`config.mk`:
```
export PLATFORM = sky130hd
export DESIGN_NAME = priv_window_decoder
export DESIGN_NICKNAME = d
export VERILOG_FILES = /design/src/rtl/priv_dec_pkg.sv /design/src/rtl/region_decode.sv /design/src/rtl/snoop_regs.sv /design/src/rtl/rdata_ret.sv /design/src/rtl/priv_window_decoder.sv
export SDC_FILE = /design/constraint.sdc
export NUM_CORES = 1
export LEC_CHECK = 0
export BUFFER_PORTS_ARGS = -buffer_cell sky130_fd_sc_hd__buf_2
export CAP_MARGIN = 10
export CORE_AREA = 2 2 98 100
export CTS_CLUSTER_DIAMETER = 200
export DETAILED_ROUTE_END_ITERATION = 10
export DIE_AREA = 0 0 100 102
export SLEW_MARGIN = 40
export SYNTH_ARGS = -nofsm -noshare
export SYNTH_HDL_FRONTEND = slang
export SYNTH_SLANG_ARGS = --single-unit
```
`constraint.sdc`:
```
create_clock -name clk -period 3.44 [get_ports clk]
set_input_delay 0.344 -clock clk [delete_from_list [all_inputs] [get_ports clk]]
set_output_delay 0.344 -clock clk [all_outputs]
set_load 0.01 [all_outputs]
```
`src/rtl/priv_dec_pkg.sv`:
```
package priv_dec_pkg;

    // Fixed geometry of the private window
    localparam int OFF_W      = 12;              // decoded offset width
    localparam int WIN_W      = 4;               // 256-byte window index width
    localparam int MAX_CORES  = 4;
    localparam int CORE_W     = $clog2(MAX_CORES);
    localparam int UNIT_W     = CORE_W + 1;      // core + timer/watchdog select
    localparam int DATA_W     = 32;
    localparam int IRQ_OFF_W  = 8;
    localparam int TMR_OFF_W  = 4;
    localparam int TMR_SEL_BIT = 5;

    // Window boundaries in units of 256 bytes
    localparam logic [WIN_W-1:0] WIN_SNOOP     = 4'd0;
    localparam logic [WIN_W-1:0] WIN_IRQ_ALIAS = 4'd1;
    localparam logic [WIN_W-1:0] WIN_IRQ_BANK  = 4'd2;
    localparam logic [WIN_W-1:0] WIN_TMR_ALIAS = WIN_IRQ_BANK + WIN_W'(MAX_CORES);
    localparam logic [WIN_W-1:0] WIN_TMR_BANK  = WIN_TMR_ALIAS + 4'd1;
    localparam logic [WIN_W-1:0] WIN_END       = WIN_TMR_BANK + WIN_W'(MAX_CORES);

    // Snoop-control register offsets
    localparam logic [7:0] SNP_CTRL = 8'h00;
    localparam logic [7:0] SNP_CFG  = 8'h04;
    localparam logic [7:0] SNP_STAT = 8'h08;
    localparam logic [7:0] SNP_INV  = 8'h0C;

    typedef enum logic [1:0] {
        RGN_SNOOP = 2'd0,
        RGN_IRQ   = 2'd1,
        RGN_TMR   = 2'd2,
        RGN_NONE  = 2'd3
    } rgn_e;

    typedef struct packed {
        rgn_e              rgn;
        logic              present;
        logic [CORE_W-1:0] core;
    } dec_t;

    // Configuration word: one presence bit per core from bit 4, count-1 low
    function automatic logic [DATA_W-1:0] cfg_word(input int n);
        logic [DATA_W-1:0] mask;
        mask = (DATA_W'(1) << n) - DATA_W'(1);
        return (mask << 4) | DATA_W'(n - 1);
    endfunction

endpackage

```
`src/rtl/region_decode.sv`:
```
module region_decode
    import priv_dec_pkg::*;
#(
    parameter int NUM_CORES = 4
) (
    input  logic [WIN_W-1:0]  win,
    input  logic [CORE_W-1:0] req_core,
    output dec_t              dec
);
    localparam logic [WIN_W-1:0] NC = WIN_W'(NUM_CORES);

    logic [WIN_W-1:0] idx;
    rgn_e             rgn;

    always_comb begin
        idx = '0;
        rgn = RGN_NONE;
        if (win == WIN_SNOOP) begin
            rgn = RGN_SNOOP;
        end else if (win == WIN_IRQ_ALIAS) begin
            rgn = RGN_IRQ;
            idx = {{(WIN_W-CORE_W){1'b0}}, req_core};
        end else if (win < WIN_TMR_ALIAS) begin
            rgn = RGN_IRQ;
            idx = win - WIN_IRQ_BANK;
        end else if (win == WIN_TMR_ALIAS) begin
            rgn = RGN_TMR;
            idx = {{(WIN_W-CORE_W){1'b0}}, req_core};
        end else if (win < WIN_END) begin
            rgn = RGN_TMR;
            idx = win - WIN_TMR_BANK;
        end
    end

    always_comb begin
        dec.rgn     = rgn;
        dec.present = (idx < NC);
        dec.core    = idx[CORE_W-1:0];
    end

endmodule

```
`src/rtl/snoop_regs.sv`:
```
module snoop_regs
    import priv_dec_pkg::*;
#(
    parameter int NUM_CORES = 4
) (
    input  logic              clk,
    input  logic              rst,
    input  logic              acc,
    input  logic              wr,
    input  logic [7:0]        off,
    input  logic              wbit,
    output logic [DATA_W-1:0] rdata,
    output logic              err,
    output logic              en
);
    localparam logic [DATA_W-1:0] CFG_VAL = cfg_word(NUM_CORES);

    logic legal;

    always_comb begin
        legal = 1'b0;
        rdata = '0;
        case (off)
            SNP_CTRL: begin
                legal = 1'b1;
                rdata = DATA_W'(en);
            end
            SNP_CFG: begin
                legal = !wr;
                rdata = CFG_VAL;
            end
            SNP_STAT: legal = !wr;
            SNP_INV:  legal = 1'b1;
            default:  legal = 1'b0;
        endcase
        if (!legal) rdata = '0;
        err = acc && !legal;
    end

    always_ff @(posedge clk) begin
        if (rst) begin
            en <= 1'b0;
        end else if (acc && wr && off == SNP_CTRL) begin
            en <= wbit;
        end
    end

endmodule

```
`src/rtl/rdata_ret.sv`:
```
module rdata_ret
    import priv_dec_pkg::*;
(
    input  logic              clk,
    input  logic              rst,
    input  logic              rd_fire,
    input  logic [DATA_W-1:0] rd_data,
    output logic              rsp_valid,
    output logic [DATA_W-1:0] rsp_rdata
);
    always_ff @(posedge clk) begin
        if (rst) begin
            rsp_valid <= 1'b0;
            rsp_rdata <= '0;
        end else begin
            rsp_valid <= rd_fire;
            if (rd_fire) rsp_rdata <= rd_data;
        end
    end

endmodule

```
`src/rtl/priv_window_decoder.sv`:
```
module priv_window_decoder
    import priv_dec_pkg::*;
#(
    parameter int NUM_CORES = 4,
    parameter int ADDR_W    = 32
) (
    input  logic                 clk,
    input  logic                 rst,
    input  logic                 req_valid,
    input  logic                 req_write,
    input  logic [CORE_W-1:0]    req_core,
    input  logic [ADDR_W-1:0]    req_addr,
    input  logic [DATA_W-1:0]    req_wdata,
    output logic                 dec_err,
    output logic                 rsp_valid,
    output logic [DATA_W-1:0]    rsp_rdata,
    output logic                 snoop_en,
    output logic                 irq_req_valid,
    output logic                 irq_req_write,
    output logic [CORE_W-1:0]    irq_req_core,
    output logic [IRQ_OFF_W-1:0] irq_req_off,
    output logic [DATA_W-1:0]    irq_req_wdata,
    input  logic [DATA_W-1:0]    irq_rsp_rdata,
    output logic                 tmr_req_valid,
    output logic                 tmr_req_write,
    output logic [UNIT_W-1:0]    tmr_req_unit,
    output logic [TMR_OFF_W-1:0] tmr_req_off,
    output logic [DATA_W-1:0]    tmr_req_wdata,
    input  logic [DATA_W-1:0]    tmr_rsp_rdata
);
    logic [OFF_W-1:0]  offset;
    logic              addr_unused;
    dec_t              dec;
    logic              snp_acc;
    logic [DATA_W-1:0] snp_rdata;
    logic [DATA_W-1:0] rd_mux;

    assign offset      = req_addr[OFF_W-1:0];
    assign addr_unused = ^req_addr[ADDR_W-1:OFF_W];

    region_decode #(.NUM_CORES(NUM_CORES)) u_region (
        .win      (offset[OFF_W-1:OFF_W-WIN_W]),
        .req_core (req_core),
        .dec      (dec)
    );

    assign snp_acc = req_valid && (dec.rgn == RGN_SNOOP);

    snoop_regs #(.NUM_CORES(NUM_CORES)) u_snoop (
        .clk   (clk),
        .rst   (rst),
        .acc   (snp_acc),
        .wr    (req_write),
        .off   (offset[7:0]),
        .wbit  (req_wdata[0]),
        .rdata (snp_rdata),
        .err   (dec_err),
        .en    (snoop_en)
    );

    // Downstream request ports
    assign irq_req_valid = req_valid && (dec.rgn == RGN_IRQ) && dec.present;
    assign irq_req_write = req_write;
    assign irq_req_core  = dec.core;
    assign irq_req_off   = offset[IRQ_OFF_W-1:0];
    assign irq_req_wdata = req_wdata;

    assign tmr_req_valid = req_valid && (dec.rgn == RGN_TMR) && dec.present;
    assign tmr_req_write = req_write;
    assign tmr_req_unit  = {dec.core, offset[TMR_SEL_BIT]};
    assign tmr_req_off   = offset[TMR_OFF_W-1:0];
    assign tmr_req_wdata = req_wdata;

    // Read data selection ahead of the return register
    always_comb begin
        rd_mux = '0;
        case (dec.rgn)
            RGN_SNOOP: rd_mux = snp_rdata;
            RGN_IRQ:   if (dec.present) rd_mux = irq_rsp_rdata;
            RGN_TMR:   if (dec.present) rd_mux = tmr_rsp_rdata;
            default:   rd_mux = '0;
        endcase
    end

    rdata_ret u_ret (
        .clk       (clk),
        .rst       (rst),
        .rd_fire   (req_valid && !req_write),
        .rd_data   (rd_mux),
        .rsp_valid (rsp_valid),
        .rsp_rdata (rsp_rdata)
    );

endmodule

```
* Word-level counts from Yosys, hierarchy flattened
Cells that the tools add are included. W data, S select, Z words.
Storage, ports and cells: register bits 34, output and inout bits 120, word-level logic and storage cells 47, bits of input ports 134
Cells by class: mux-type cells 16, magnitude comparators 3, add/subtract/negate cells 2, reduce and logical (&&, ||, !) cells 16, equal/unequal tests 7
Operators with widths (count):
- $pmux W32 S3 | 1
- $mux W32 | 2
- $mux W4 | 5
- $eq A8 B4 Y1 const B | 2
- $pmux W8 S2 | 1
- $logic_and A1 B1 Y1 | 9
- $eq A8 B3 Y1 const B | 1
- $logic_not A8 Y1 | 1
- $lt A4 B3 Y1 const B | 2
- $mux W2 | 4
- $mux W8 | 1
- $eq A4 B1 Y1 const B | 1
- $eq A4 B3 Y1 const B | 1
- $logic_not A4 Y1 | 1
- $lt A4 B4 Y1 const B | 1
- $reduce_or A2 Y1 | 2
- $sub A4 B2 Y4 const B | 1
- $sub A4 B3 Y4 const B | 1
- $eq A2 B1 Y1 const B | 1
- $eq A2 B2 Y1 const B | 1
- $logic_not A1 Y1 | 2
- $logic_not A2 Y1 | 1
- $pmux W1 S2 | 1
- $mux W1 | 1

* Depth between registers and ports, before layout
Gate-level depths: netlist of run 1.
depth after elaboration 10, gate-level depth with buffers 8, gate-level depth less buffers 6

* By module
Synthesis of run 1 repeated with hierarchy kept, for this count alone.
Second synthesis, totals: cell total of the unflattened synthesis 434, area, all modules 3656.0 µm²
By module, submodules not included:
- priv_window_decoder | cells each 239, area each 1762.9 µm², instances 1
- rdata_ret | cells each 106, area each 1202.4 µm², instances 1
- snoop_regs | cells each 46, area each 367.9 µm², instances 1
- region_decode | cells each 43, area each 322.8 µm², instances 1

* Least setup slack after synthesis of run 1
No wires, ideal clock.
path kind in2out, start point input port req_addr[8], end point output port tmr_req_valid, cell stages on the path 5, arrival time 1459 ps, path slack 1637 ps, cell sequence ha_1 -> or2_4 -> mux2i_2 -> buf_2 -> and3_1
On the way: longest elaborated chain between the ends 9
Ends and longest elaborated chain:
- start, declared | RTL line priv_window_decoder.sv:12 | input logic [ADDR_W-1:0] req_addr,
- parallel branches: the longest is 8 deep, another holds $sub A4 B3 Y4
- $logic_and A1 B1 Y1 * | RTL line priv_window_decoder.sv:68 | assign tmr_req_valid = req_valid && (dec.rgn == RGN_TMR) && dec.present;
- end, declared | RTL line priv_window_decoder.sv:24 | output logic tmr_req_valid,
Every way passes the cells marked *.

* Final worst setup path of run 1
Same ends and word-level chain as after synthesis.

==> results.rst, run 1 <==
.. list-table::
   :header-rows: 1

   * - Metric
     - Value
   * - Result of the run
     - completed
   * - GPL Wtd Cong
     - 0.7371
   * - Number of global-route vias before repair
     - 1925
   * - Highest cell delay on the worst timing path
     - 0.34 ns
   * - Pin count of the biggest net entering global routing
     - 34
   * - Net count of the mapped netlist
     - 407
   * - Top Ports
     - 254
   * - Max Buffers Root-to-Sink
     - 2
   * - Wire length of the first global-routing pass
     - 9252 um
   * - CP endpoint kind
     - output port
   * - Slowest-stage cell, CP
     - buf_4
   * - Crit path arrival time
     - 1.80 ns
   * - Overall power
     - 1.067 mW
   * - Starting DRC count in detailed routing
     - 58
   * - Wire length per cell
     - 14.42 um
   * - Cell types with the highest counts after synthesis
     - buf_4 (83), a22o_1 (58), dfxtp_1 (34)
   * - NumNets Final
     - 462
   * - Largest cells by area after synthesis
     - dfxtp_1 (28%), buf_4 (25%), a22o_1 (21%)
   * - First-pass iteration count of the detailed router
     - 4
   * - Inserted Diodes
     - 0
   * - Clock network latency to the later pin of the worst-skew pair
     - 0.28 ns
   * - Total of buffers placed on input and output ports
     - 140
   * - Die area
     - 10200 um2
   * - Fraction of the cycle the final worst path needs
     - 62.40%
   * - Area growth from synthesis to final layout
     - 12.66%
   * - Number of remaining DRC errors
     - 0
   * - Hold_buf cts
     - 0
   * - EDFF count, synth
     - 0
   * - Effective utilization at floorplan
     - 26.91%
   * - Worst Clk Skew
     - 0.00001654 ns
   * - Most common cell in the synthesized netlist
     - buf_4
   * - Worst hold margin
     - 0.3255 ns
   * - Max-cap check violation count
     - 0
   * - Placement-stage worst setup slack
     - 1.241 ns
   * - Post-Synthesis Cell Area
     - 2451 um2
   * - Fin util
     - 30.32%
   * - Fraction of post-synthesis cell area in the top cell type by area
     - 27.77%
   * - Most area-hungry cell type in the Yosys netlist
     - dfxtp_1
   * - Worst reg-to-reg path cell count
     - 3
   * - Width of the die
     - 100 um
   * - Count of instances resized after the clock tree is built
     - 0
   * - Path class of the lowest-slack min-delay path
     - input port to register
   * - Overall via count from detail_route
     - 2026
   * - Vertical extent of the die
     - 102 um
   * - Count of final max-slew check failures
     - 0
   * - Cell-by-cell trace of the critical path
     - buf_2 > ha_1 > or2_4 > mux2i_4 > buf_4 > and3_1 > buf_2
   * - Deepest level of the CTS H-tree
     - 2
   * - Final routed wirelength across all metal layers
     - 6257 um
   * - Worst reg2reg path endpoint
     - u_ret.rsp_rdata[0]
   * - Transition time of the tightest slew-check pin
     - 0.3992 ns
   * - Most numerous cell on the critical path
     - buf_2
   * - Overall fraction of global-route tracks in use
     - 11.56%
   * - Total global routing overflow
     - 0
   * - Average via count per standard cell
     - 4.668
   * - Clock tree from TritonCTS
     - done
   * - Static Leak
     - 1.453 nW
   * - Initial antenna violation count
     - 0
   * - Worst R2R Setup Slack
     - 2.59 ns
   * - Number of endpoints with negative hold slack in the final report
     - 0
   * - Maximum net fanout on the critical path
     - 33
   * - Peak Freq
     - 465.9 MHz
   * - Flops & latches, synth
     - 34
   * - Number of rows created at floorplan
     - 35
   * - HPWL reported at the end of detailed placement
     - 4766 um
   * - Slew HR
     - 73.17%
   * - Worst Setup EP
     - tmr_req_valid
   * - Setup slack of the critical path after layout
     - 1.293 ns
   * - Total number of yosys warnings
     - 0
   * - Area inside the core boundary
     - 9109 um2
   * - Number of nets with antenna violations after routing
     - 0
   * - Root buffer cell
     - clkbuf_8
   * - Startpoint class of the critical path
     - input port
   * - Setup Total Neg Slack
     - 0 ns
   * - Final setup viols
     - 0
   * - CTS sink count
     - 34
   * - Ratio of cells with drive above 1 in the final layout
     - 50.15%
   * - Syn Inst Count
     - 267
   * - Setup Crit Path Kind
     - input port to output port
   * - Startpoint of the most critical register-to-register path
     - u_snoop.en
   * - Post-CTS Setup Bufs
     - 0
   * - Fraction of synthesis flops using an asynchronous set or reset pin
     - 0%
   * - Total power density per cell area
     - 386.6 nW/um2
   * - Worst voltage drop across the vdd grid
     - 0.2440 mV
   * - Proportion of synthesized chip area in sequential cells
     - 27.77%
   * - TritonCTS buffer count
     - 5
   * - Shortest period the worst path allows
     - 2.147 ns
   * - Clk pin slew, worst setup/hold paths
     - 0.07 ns
   * - Start point of the critical path
     - req_addr[8]
   * - RSZ-0062 raised after global routing
     - no
   * - Synthesized area per cell
     - 9.180 um2
   * - Data required time of the worst path
     - 3.10 ns
   * - Ys flop type
     - dfxtp_1
   * - Distinct cell type count after synthesis
     - 40
[worst max-delay path, delay by kind of cell]
kind	cells	cell delay, ns
muxes	1	0.13
and+or+nand+nor	2	0.49
adders and majority gates	1	0.23
buffers and inverters	3	0.62
[metal layers]
metal  vias to the layer above  share of wire (%)  track usage (%)
met5                         -                  0                0
met4                         0                2.5            6.006
met3                        18                8.8            2.873
met2                        93                 46            20.11
met1                       914                 42            13.18
li1                       1001                  -                -
[metrics by stage]
stage,area (um2),cells
2_1_floorplan,2451,267
3_3_place_gp,2624,426
3_5_place_dp,2624,426
4_1_cts,2761,434
5_1_grt,2761,434
6_report,2761,434
[cell type report]
type | instances | area, um2
Clock buffer | 5 | 68.82
Clock inverter | 3 | 68.82
Fill cell | 964 | 6347
Inverter | 3 | 11.26
Multi-Input combinational cell | 133 | 1055
Sequential cell | 34 | 680.7
Tap cell | 111 | 138.9
Timing Repair Buffer | 145 | 738.2
[cell families (layout without fill, tap and decap cells)]
group                    Yosys count  after routing  share of synthesized area (%)
buffers and inverters            100            156                          29.66
AO/OA/AOI/OAI                     89             89                          29.91
AND/OR/NAND/NOR                   35             35                          8.270
flip-flops                        34             34                          27.77
adder cells (fa/ha/maj)            6              6                          3.063
multiplexers                       2              2                         0.9698
XOR/XNOR                           1              1                         0.3574
[how the worst min path moves through the flow]
stage	start	end	slack, ns	cells past startpoint
floorplan	req_wdata[0]	u_snoop.en	0.49	2
global placement	u_ret.rsp_rdata[31]	u_ret.rsp_rdata[31]	0.45	1
detailed placement	u_ret.rsp_rdata[28]	u_ret.rsp_rdata[28]	0.46	1
CTS	req_wdata[0]	u_snoop.en	0.32	3
global route	req_wdata[0]	u_snoop.en	0.35	3
finish	req_wdata[0]	u_snoop.en	0.33	3
[report_power, final]
part	switching (mW)	leakage [nW]	internal, mW
Combinational	0.112	1.11	0.105
Clock	0.153	0.0683	0.290
Sequential	0.00379	0.275	0.402
[registers in the layout, indices dropped and copies added, names as in the netlist]
signal,cells
u_ret.rsp_rdata,32
u_ret.rsp_valid,1
u_snoop.en,1
[cells in the final DEF, fill, tap and decap left out, drive strengths merged, types with 2 or more instances in the layout]
master | netlist | final
clkbuf | 2 | 5
a22o | 58 | 58
dfxtp | 34 | 34
o21ai | 4 | 4
a21o | 6 | 6
a21oi | 12 | 12
a211o | 2 | 2
nand2 | 10 | 10
nor4 | 2 | 2
nand2b | 2 | 2
ha | 6 | 6
inv | 3 | 3
buf | 95 | 145
mux2i | 2 | 2
nor2 | 8 | 8
nand4 | 2 | 2
bufinv | 0 | 2
and3 | 2 | 2
No activity file was read; power rests on OpenSTA's default activity.
==> inputs of run 2 (changes only) <==
--- a/config.mk
+++ b/config.mk
@@ -5,12 +5,14 @@
 export SDC_FILE = /design/constraint.sdc
 export NUM_CORES = 1
 export LEC_CHECK = 0
+export ABC_AREA = 1
 export BUFFER_PORTS_ARGS = -buffer_cell sky130_fd_sc_hd__buf_2
 export CAP_MARGIN = 10
 export CORE_AREA = 2 2 98 100
 export CTS_CLUSTER_DIAMETER = 200
 export DETAILED_ROUTE_END_ITERATION = 10
 export DIE_AREA = 0 0 100 102
+export PLACE_DENSITY = 0.73
 export SLEW_MARGIN = 40
 export SYNTH_ARGS = -nofsm -noshare
 export SYNTH_HDL_FRONTEND = slang
==> constraint.sdc (replaced) <==
create_clock -name clk -period 1.8 [get_ports clk]
set_input_delay 0.18 -clock clk [delete_from_list [all_inputs] [get_ports clk]]
set_output_delay 0.18 -clock clk [all_outputs]
set_load 0.01 [all_outputs]
==> run 2 against run 1 <==
  * Sequential power increased by 92%
  * Cell count increased by 37%
  * Power increased by 83%
  * Critical path depth increased by 5
  * Cell area increased by 20%
  * Combinational power increased to 2.6 times the previous value
  * Clock power increased by 35%
  * Non-clock buffer count increased by 5
  * Clock skew about the same
  * Highest routed layer unchanged
==> results.rst, run 2 <==
.. list-table::
   :header-rows: 1

   * - Metric
     - Value
   * - Result of the run
     - completed
   * - Width of the die
     - 100 um (unchanged)
   * - Start point of the critical path
     - req_addr[8]
   * - Static Leak
     - 1.642 nW (+13%)
   * - Synthesized area per cell
     - 6.965 um2 (-24%)
   * - NumNets Final
     - 621 (+34%)
   * - Ys flop type
     - dfxtp_1
   * - CP endpoint kind
     - output port
   * - Final setup viols
     - 0 (unchanged)
   * - Ratio of cells with drive above 1 in the final layout
     - 45.02% (-5.1 points)
   * - Peak Freq
     - 590.9 MHz
   * - Fill cell count
     - 971 (+0.73%)
   * - Startpoint class of the critical path
     - input port
   * - Compound-cell area share of the yosys netlist
     - 10.39% (-20 points)
   * - Effective utilization at floorplan
     - 32.65% (+5.7 points)
   * - Slew HR
     - 67.97% (-5.2 points)
   * - Count of final max-slew check failures
     - 0 (unchanged)
   * - Wire length per cell
     - 13.53 um (-6.2%)
   * - Setup Crit Path Kind
     - input port to output port
   * - Worst Hold Launch
     - req_wdata[0]
   * - Crit path arrival time
     - 1.51 ns (-0.29 ns)
   * - Initial antenna violation count
     - 0 (unchanged)
   * - Number of remaining DRC errors
     - 0 (unchanged)
   * - Fraction of post-synthesis cell area in the top cell type by area
     - 22.89% (-4.9 points)
   * - Starting DRC count in detailed routing
     - 138 (+140%)
   * - Fraction of the cycle the final worst path needs
     - 94.02%
   * - Proportion of synthesized chip area in sequential cells
     - 22.89% (-4.9 points)
   * - Root buffer cell
     - clkbuf_8
   * - First-pass iteration count of the detailed router
     - 4 (unchanged)
   * - Inserted Diodes
     - 0 (unchanged)
   * - Distinct cell type count after synthesis
     - 27 (-33%)
   * - Number of global-route vias before repair
     - 2597 (+35%)
   * - Max Buffers Root-to-Sink
     - 2 (unchanged)
   * - Number of endpoints with negative hold slack in the final report
     - 0 (unchanged)
   * - Most area-hungry cell type in the Yosys netlist
     - dfxtp_1
   * - Adder and majority gate portion of the synthesized area
     - 2.524% (-0.54 points)
   * - Maximum net fanout on the critical path
     - 5 (-85%)
   * - Largest cells by area after synthesis
     - dfxtp_1 (23%), buf_4 (20%), nand2_1 (16%)
   * - Fin util
     - 36.44% (+6.1 points)
   * - Worst reg-to-reg path cell count
     - 5 (+2)
   * - Overall power
     - 1.948 mW (+83%)
   * - EDFF count, synth
     - 0 (unchanged)
   * - Total number of yosys warnings
     - 0 (unchanged)
   * - Clk pin slew, worst setup/hold paths
     - 0.08 ns (about the same)
   * - Placement-stage worst setup slack
     - -0.001561 ns (-1.242 ns)
   * - Area inside the core boundary
     - 9109 um2 (unchanged)
   * - Instance count along the most critical hold path
     - 3 (unchanged)
   * - Transition time of the tightest slew-check pin
     - 0.4804 ns (+0.08124 ns)
   * - Final routed wirelength across all metal layers
     - 8021 um (+28%)
   * - RSZ-0062 raised after global routing
     - no
   * - Overall via count from detail_route
     - 2785 (+37%)
   * - XOR/XNOR Fraction of Synth Area
     - 0% (-0.36 points)
   * - Total of buffers placed on input and output ports
     - 140 (unchanged)
   * - Flops & latches, synth
     - 34 (unchanged)
   * - Worst voltage drop across the vdd grid
     - 0.2560 mV (+4.9%)
   * - Top Ports
     - 254 (unchanged)
   * - Deepest level of the CTS H-tree
     - 2 (unchanged)
   * - Cell types with the highest counts after synthesis
     - nand2_1 (126), buf_4 (81), nand3_1 (37)
   * - GPL Wtd Cong
     - 0.7883 (+6.9%)
   * - HPWL reported at the end of detailed placement
     - 6212 um (+30%)
   * - Pin count of the biggest net entering global routing
     - 33 (-2.9%)
   * - Overall fraction of global-route tracks in use
     - 15.35% (+3.8 points)
   * - Vertical extent of the die
     - 102 um (unchanged)
   * - Worst Clk Skew
     - 0.0001302 ns (+0.0001137 ns)
   * - Wire length of the first global-routing pass
     - 12480 um (+35%)
   * - Multiplexer area fraction after synthesis
     - 0% (-0.97 points)
   * - TritonCTS buffer count
     - 5 (unchanged)
   * - Number of nets with antenna violations after routing
     - 0 (unchanged)
   * - Die area
     - 10200 um2 (unchanged)
   * - Most common cell in the synthesized netlist
     - nand2_1
   * - Share of synthesized cell area in and, or, nand and nor gates
     - 36.90% (+29 points)
   * - Setup slack of the critical path after layout
     - 0.1076 ns (-1.186 ns)
   * - Total global routing overflow
     - 0 (unchanged)
   * - CTS sink count
     - 34 (unchanged)
   * - Setup Total Neg Slack
     - 0 ns (unchanged)
   * - Path class of the lowest-slack min-delay path
     - input port to register
   * - Most common library cell in the layout ignoring fill and taps
     - buf_2
   * - Area growth from synthesis to final layout
     - 11.61%
   * - Data required time of the worst path
     - 1.62 ns (-1.48 ns)
   * - Average via count per standard cell
     - 4.696 (+0.61%)
   * - Max-cap check violation count
     - 0 (unchanged)
   * - Net count of the mapped netlist
     - 567 (+39%)
   * - Clock tree from TritonCTS
     - done
   * - Total power density per cell area
     - 586.9 nW/um2 (+52%)
   * - Main combinational cell family by area after synthesis
     - simple AND/OR/NAND/NOR gates
   * - Top flop regs
     - u_ret.rsp_rdata (32), u_ret.rsp_valid (1), u_snoop.en (1)
   * - Shortest period the worst path allows
     - 1.692 ns
   * - Register bank with the most flops
     - u_ret.rsp_rdata
   * - Most used cells in the layout excluding fill and tap cells
     - buf_2 (139), nand2_1 (126), nand3_1 (37), dfxtp_1 (34), nand3_2 (30)
   * - Number of flip-flops under the largest register name
     - 32 (unchanged)
   * - Hold_buf cts
     - 0 (unchanged)
   * - Worst hold margin
     - 0.2035 ns (-0.1220 ns)
   * - Number of rows created at floorplan
     - 35 (unchanged)
   * - Syn Inst Count
     - 427 (+60%)
   * - Clock network latency to the later pin of the worst-skew pair
     - 0.28 ns (about the same)
   * - Startpoint of the most critical register-to-register path
     - u_snoop.en
   * - Post-Synthesis Cell Area
     - 2974 um2 (+21%)
   * - Fraction of synthesis flops using an asynchronous set or reset pin
     - 0% (unchanged)
## run 2: cell count changes after synthesis, moves of 3 or more
cell,previous run,this run
a21o_1,6,0
buf_6,4,0
nor2_1,8,21
nand3_2,0,30
clkbuf_1,2,10
nand3_1,1,37
a21oi_2,1,21
nand2_1,10,126
a21oi_1,10,13
a22o_1,58,0
inv_1,3,18
## run 2: power by group
| part | switching [mW] | leakage (nW) | internal, mW | total [mW] |
|---|---|---|---|---|
| sequential | 0.00875 | 0.275 | 0.770 | 0.779 |
| combinational | 0.344 | 1.32 | 0.226 | 0.570 |
| clock | 0.290 | 0.0482 | 0.309 | 0.599 |
| total | 0.643 | 1.64 | 1.31 | 1.95 |
## run 2: kinds of logic after synthesis
logic type	after synthesis
buf+inv	122
compound gates	42
fa+ha+maj	6
flops	34
simple gates	223
## run 2: area by class of cell
class | instances | area (um2) | area share (%)
Clock buffer | 7 | 86.33 | 2.601
Clock inverter | 1 | 5.005 | 0.1508
Inverter | 19 | 71.32 | 2.149
Multi-Input combinational cell | 271 | 1496 | 45.08
Sequential cell | 34 | 680.7 | 20.51
Tap cell | 111 | 138.9 | 4.184
Timing Repair Buffer | 150 | 840.8 | 25.33
## run 2: path summary, 6_finish.rpt
check	end	slack [ns]
max	tmr_req_valid	0.11
min	u_snoop.en	0.20
max reg2reg	u_ret.rsp_rdata[0]	0.79
min reg2reg	u_snoop.en	0.46
## run 2: metrics by stage
| stage | instance area (um2) | std cells |
|---|---|---|
| 2_1_floorplan | 2974 | 427 |
| 3_3_place_gp | 3211 | 585 |
| 3_5_place_dp | 3211 | 585 |
| 4_1_cts | 3304 | 593 |
| 5_1_grt | 3319 | 593 |
| 6_report | 3319 | 593 |
## run 2: layer usage
| metal | track usage (%) | up-vias | part of all wire (%) |
|---|---|---|---|
| met1 | 17.74 | 1263 | 41 |
| met3 | 3.283 | 22 | 6.7 |
| met4 | 4.215 | 0 | 1.5 |
| met2 | 28.69 | 107 | 51 |
| met5 | 0 | - | 0 |
| li1 | - | 1393 | - |
## run 2: worst max-delay path, cell delays in order
cell,delay (ns)
buf_2,0.13
inv_1,0.13
ha_1,0.16
nand2_1,0.08
nor2_4,0.13
nor2_2,0.08
nand2_1,0.07
nand2_1,0.08
nand2_4,0.08
nand2_1,0.06
nor3_1,0.16
buf_2,0.17
## run 2: what timing repair did
item	CTS	global route
endpoints found under the setup margin	1	4
setup buffers	0	0
resized for setup	1	5
hold endpoints to repair	0	0
==> inputs of run 3 (changes only) <==
--- a/config.mk
+++ b/config.mk
@@ -12,8 +12,7 @@
 export CTS_CLUSTER_DIAMETER = 200
 export DETAILED_ROUTE_END_ITERATION = 10
 export DIE_AREA = 0 0 100 102
-export PLACE_DENSITY = 0.73
-export SLEW_MARGIN = 40
+export PLACE_DENSITY_LB_ADDON = 0.05
 export SYNTH_ARGS = -nofsm -noshare
 export SYNTH_HDL_FRONTEND = slang
 export SYNTH_SLANG_ARGS = --single-unit
==> constraint.sdc (replaced) <==
create_clock -name clk -period 1.4 [get_ports clk]
set_input_delay 0.14 -clock clk [delete_from_list [all_inputs] [get_ports clk]]
set_output_delay 0.14 -clock clk [all_outputs]
set_load 0.01 [all_outputs]
==> run 3 against run 2 <==
  * Cell area grew 13%
  * Worst setup slack worse by 0.11 ns
  * Utilization increased by 4.8 points
  * Clock power up 49%
  * Sequential cell count unchanged
  * Worst hold slack worse by 0.036 ns
==> results.rst, run 3 (synthesis gave the netlist of run 2 again) <==
.. list-table::
   :header-rows: 1

   * - Metric
     - Value
   * - Result of the run
     - completed
   * - Overall fraction of global-route tracks in use
     - 16.29% (+0.94 points)
   * - Number of endpoints with negative hold slack in the final report
     - 0 (unchanged)
   * - Internal power
     - 1.893 mW (+45%)
   * - HPWL reported at the end of detailed placement
     - 6643 um (+6.9%)
   * - Area growth from synthesis to final layout
     - 26.29%
   * - Starting DRC count in detailed routing
     - 51 (-63%)
   * - Total of buffers placed on input and output ports
     - 140 (unchanged)
   * - Max-cap check violation count
     - 0 (unchanged)
   * - NetSw
     - 856.0 uW (+33%)
   * - Clk network pwr share
     - 32.5% (+1.8 points)
   * - Clock network latency to the later pin of the worst-skew pair
     - 0.27 ns (about the same)
   * - Count of buffer and inverter cells on the critical path
     - 3 (unchanged)
   * - Switching power share of the total
     - 31.14% (-1.9 points)
   * - Cell Count Post-Placement
     - 607 (+3.8%)
   * - Overall via count from detail_route
     - 2834 (+1.8%)
   * - Number of rows created at floorplan
     - 35 (unchanged)
   * - Number of flip-flops under the largest register name
     - 32 (unchanged)
   * - Ratio of cells with drive above 1 in the final layout
     - 53.22% (+8.2 points)
   * - Area inside the core boundary
     - 9109 um2 (unchanged)
   * - CP endpoint kind
     - output port
   * - Worst voltage drop across the vdd grid
     - 0.3880 mV (+52%)
   * - Number of remaining DRC errors
     - 0 (unchanged)
   * - First-pass iteration count of the detailed router
     - 4 (unchanged)
   * - Transition time of the tightest slew-check pin
     - 0.3241 ns (-0.1563 ns)
   * - Die area
     - 10200 um2 (unchanged)
   * - Fraction of the cycle the final worst path needs
     - 99.99%
   * - Effective utilization at floorplan
     - 32.65% (unchanged)
   * - Deepest level of the CTS H-tree
     - 2 (unchanged)
   * - Top Ports
     - 254 (unchanged)
   * - TritonCTS buffer count
     - 5 (unchanged)
   * - Met2 Usage GRT
     - 28.90% (+0.21 points)
   * - Max Buffers Root-to-Sink
     - 2 (unchanged)
   * - Worst Clk Skew
     - 0.00004532 ns (-0.00008488 ns)
   * - Number of nets with antenna violations after routing
     - 0 (unchanged)
   * - Total power density per cell area
     - 731.9 nW/um2 (+25%)
   * - Worst reg-to-reg path cell count
     - 5 (unchanged)
   * - Most used cells in the layout excluding fill and tap cells
     - buf_2 (136), nand2_1 (120), nand3_1 (37), buf_4 (35), dfxtp_1 (34)
   * - Cell-by-cell trace of the critical path
     - buf_8 > inv_4 > ha_4 > nand2_2 > nor2_2 > nor2_2 > nand2_1 > nand2_2 > nand2_4 > nand2_4 > nor3_4 > buf_2
   * - Inserted Diodes
     - 0 (unchanged)
   * - Count of final max-slew check failures
     - 0 (unchanged)
   * - RSZ-0062 raised after global routing
     - yes
   * - Width of the die
     - 100 um (unchanged)
   * - Wire length per cell
     - 13.87 um (+2.5%)
   * - Slowest-stage cell, CP
     - nor3_4
   * - Number of global-route vias before repair
     - 2703 (+4.1%)
   * - Crit path arrival time
     - 1.26 ns (-0.25 ns)
   * - Average via count per standard cell
     - 4.542 (-3.3%)
   * - CTS sink count
     - 34 (unchanged)
   * - Cell Count, Final, Fillers Out
     - 624 (+5.2%)
   * - Most common library cell in the layout ignoring fill and taps
     - buf_2
   * - Peak Freq
     - 714.3 MHz
   * - Static Leak
     - 1.824 nW (+11%)
   * - Final routed wirelength across all metal layers
     - 8653 um (+7.9%)
   * - Total global routing overflow
     - 0 (unchanged)
   * - Global-route track usage on met1
     - 19.45% (+1.7 points)
   * - Met3 track demand over resource
     - 3.830% (+0.55 points)
   * - Data required time of the worst path
     - 1.26 ns (-0.36 ns)
   * - Setup Crit Path Kind
     - input port to output port
   * - Path class of the lowest-slack min-delay path
     - input port to register
   * - Clk pin slew, worst setup/hold paths
     - 0.06 ns (-0.02 ns)
   * - GPL Wtd Cong
     - 0.8065 (+2.3%)
   * - Wire length of the first global-routing pass
     - 13310 um (+6.6%)
   * - NumNets Final
     - 652 (+5.0%)
   * - Top flop regs
     - u_ret.rsp_rdata (32), u_ret.rsp_valid (1), u_snoop.en (1)
   * - Pin count of the biggest net entering global routing
     - 33 (unchanged)
   * - Logic pwr share
     - 31.0% (+1.7 points)
   * - Highest cell delay on the worst timing path
     - 0.18 ns (about the same)
   * - Slew HR
     - 78.39% (+10 points)
   * - Initial antenna violation count
     - 0 (unchanged)
   * - Root buffer cell
     - clkbuf_8
   * - Clock tree from TritonCTS
     - done
   * - Family of cells with the greatest summed delay on the critical path
     - simple AND/OR/NAND/NOR gates
   * - Shortest period the worst path allows
     - 1.400 ns
   * - Routing layer with the top usage in global route
     - met2
   * - Maximum net fanout on the critical path
     - 3 (-2)
   * - Register bank with the most flops
     - u_ret.rsp_rdata
   * - Instance count along the most critical hold path
     - 3 (unchanged)
   * - Part of the total power dissipated in sequential elements
     - 36.4% (-3.6 points)
   * - Total number of cells along the worst setup path
     - 12 (unchanged)
   * - Overall power
     - 2.749 mW (+41%)
   * - Final setup viols
     - 0 (unchanged)
   * - Worst hold margin
     - 0.1676 ns (-0.03594 ns)
   * - Vertical extent of the die
     - 102 um (unchanged)
   * - Startpoint class of the critical path
     - input port
## run 3: what timing repair did
item,CTS,global route
pin swaps,12,15
setup buffers,6,3
hold buffers,0,0
cloned,0,0
setup endpoints to repair,6,26
resized for setup,36,25
## run 3: worst reg2reg max path: cells and delay by family, from the launching register on
kind	cells	cell delay, ns
flops	1	0.33
simple gates	4	0.48
compound gates	1	0.07
## run 3: per-layer routing
metal | vias up | share of wire, %
li1 | 1453 | -
met5 | - | 0
met3 | 22 | 6.4
met1 | 1264 | 42
met4 | 0 | 2.4
met2 | 95 | 50
## run 3: stage by stage
step | TNS [ns] | area, um2 | setup slack (ns) | utilization, %
3_3_place_gp | -5.408 | 3351 | -0.1873 | 36.79
2_1_floorplan | 0 | 2974 | 0.02156 | -
4_1_cts | 0 | 3636 | 0.003158 | 39.92
6_report | 0 | 3756 | 0.00008271 | 41.24
3_5_place_dp | -6.196 | 3351 | -0.2267 | 36.79
5_1_grt | -0.1783 | 3756 | -0.05524 | 41.24
## run 3: power by group through the flow
stage	Combinational [mW]	Sequential (mW)	Clock (mW)
2_1_floorplan	0.659	1.04	0
6_report	0.852	1.00	0.895
3_3_place_gp	0.773	1.02	0
5_1_grt	0.943	1.01	0.983
4_1_cts	0.826	1.00	0.944
3_5_place_dp	0.766	1.02	0
## run 3: path summary, 6_finish.rpt
kind                                          start                   to  slack [ns]
worst min register to register  u_ret.rsp_rdata[30]  u_ret.rsp_rdata[30]        0.46
worst max register to register           u_snoop.en   u_ret.rsp_rdata[0]        0.41
worst max-delay path                    req_addr[8]        irq_req_valid     0.00008
worst min-delay path                   req_wdata[0]           u_snoop.en        0.17
## run 3: final cells by class
cell class / count / area [um2]
well taps: 111 / 138.9
flip-flops and latches: 34 / 680.7
multi-input cells: 271 / 1648
clock inverters: 1 / 30.03
fillers: 1009 / 5353
inverters: 19 / 83.83
clock buffers: 7 / 76.32
repair buffers: 181 / 1099
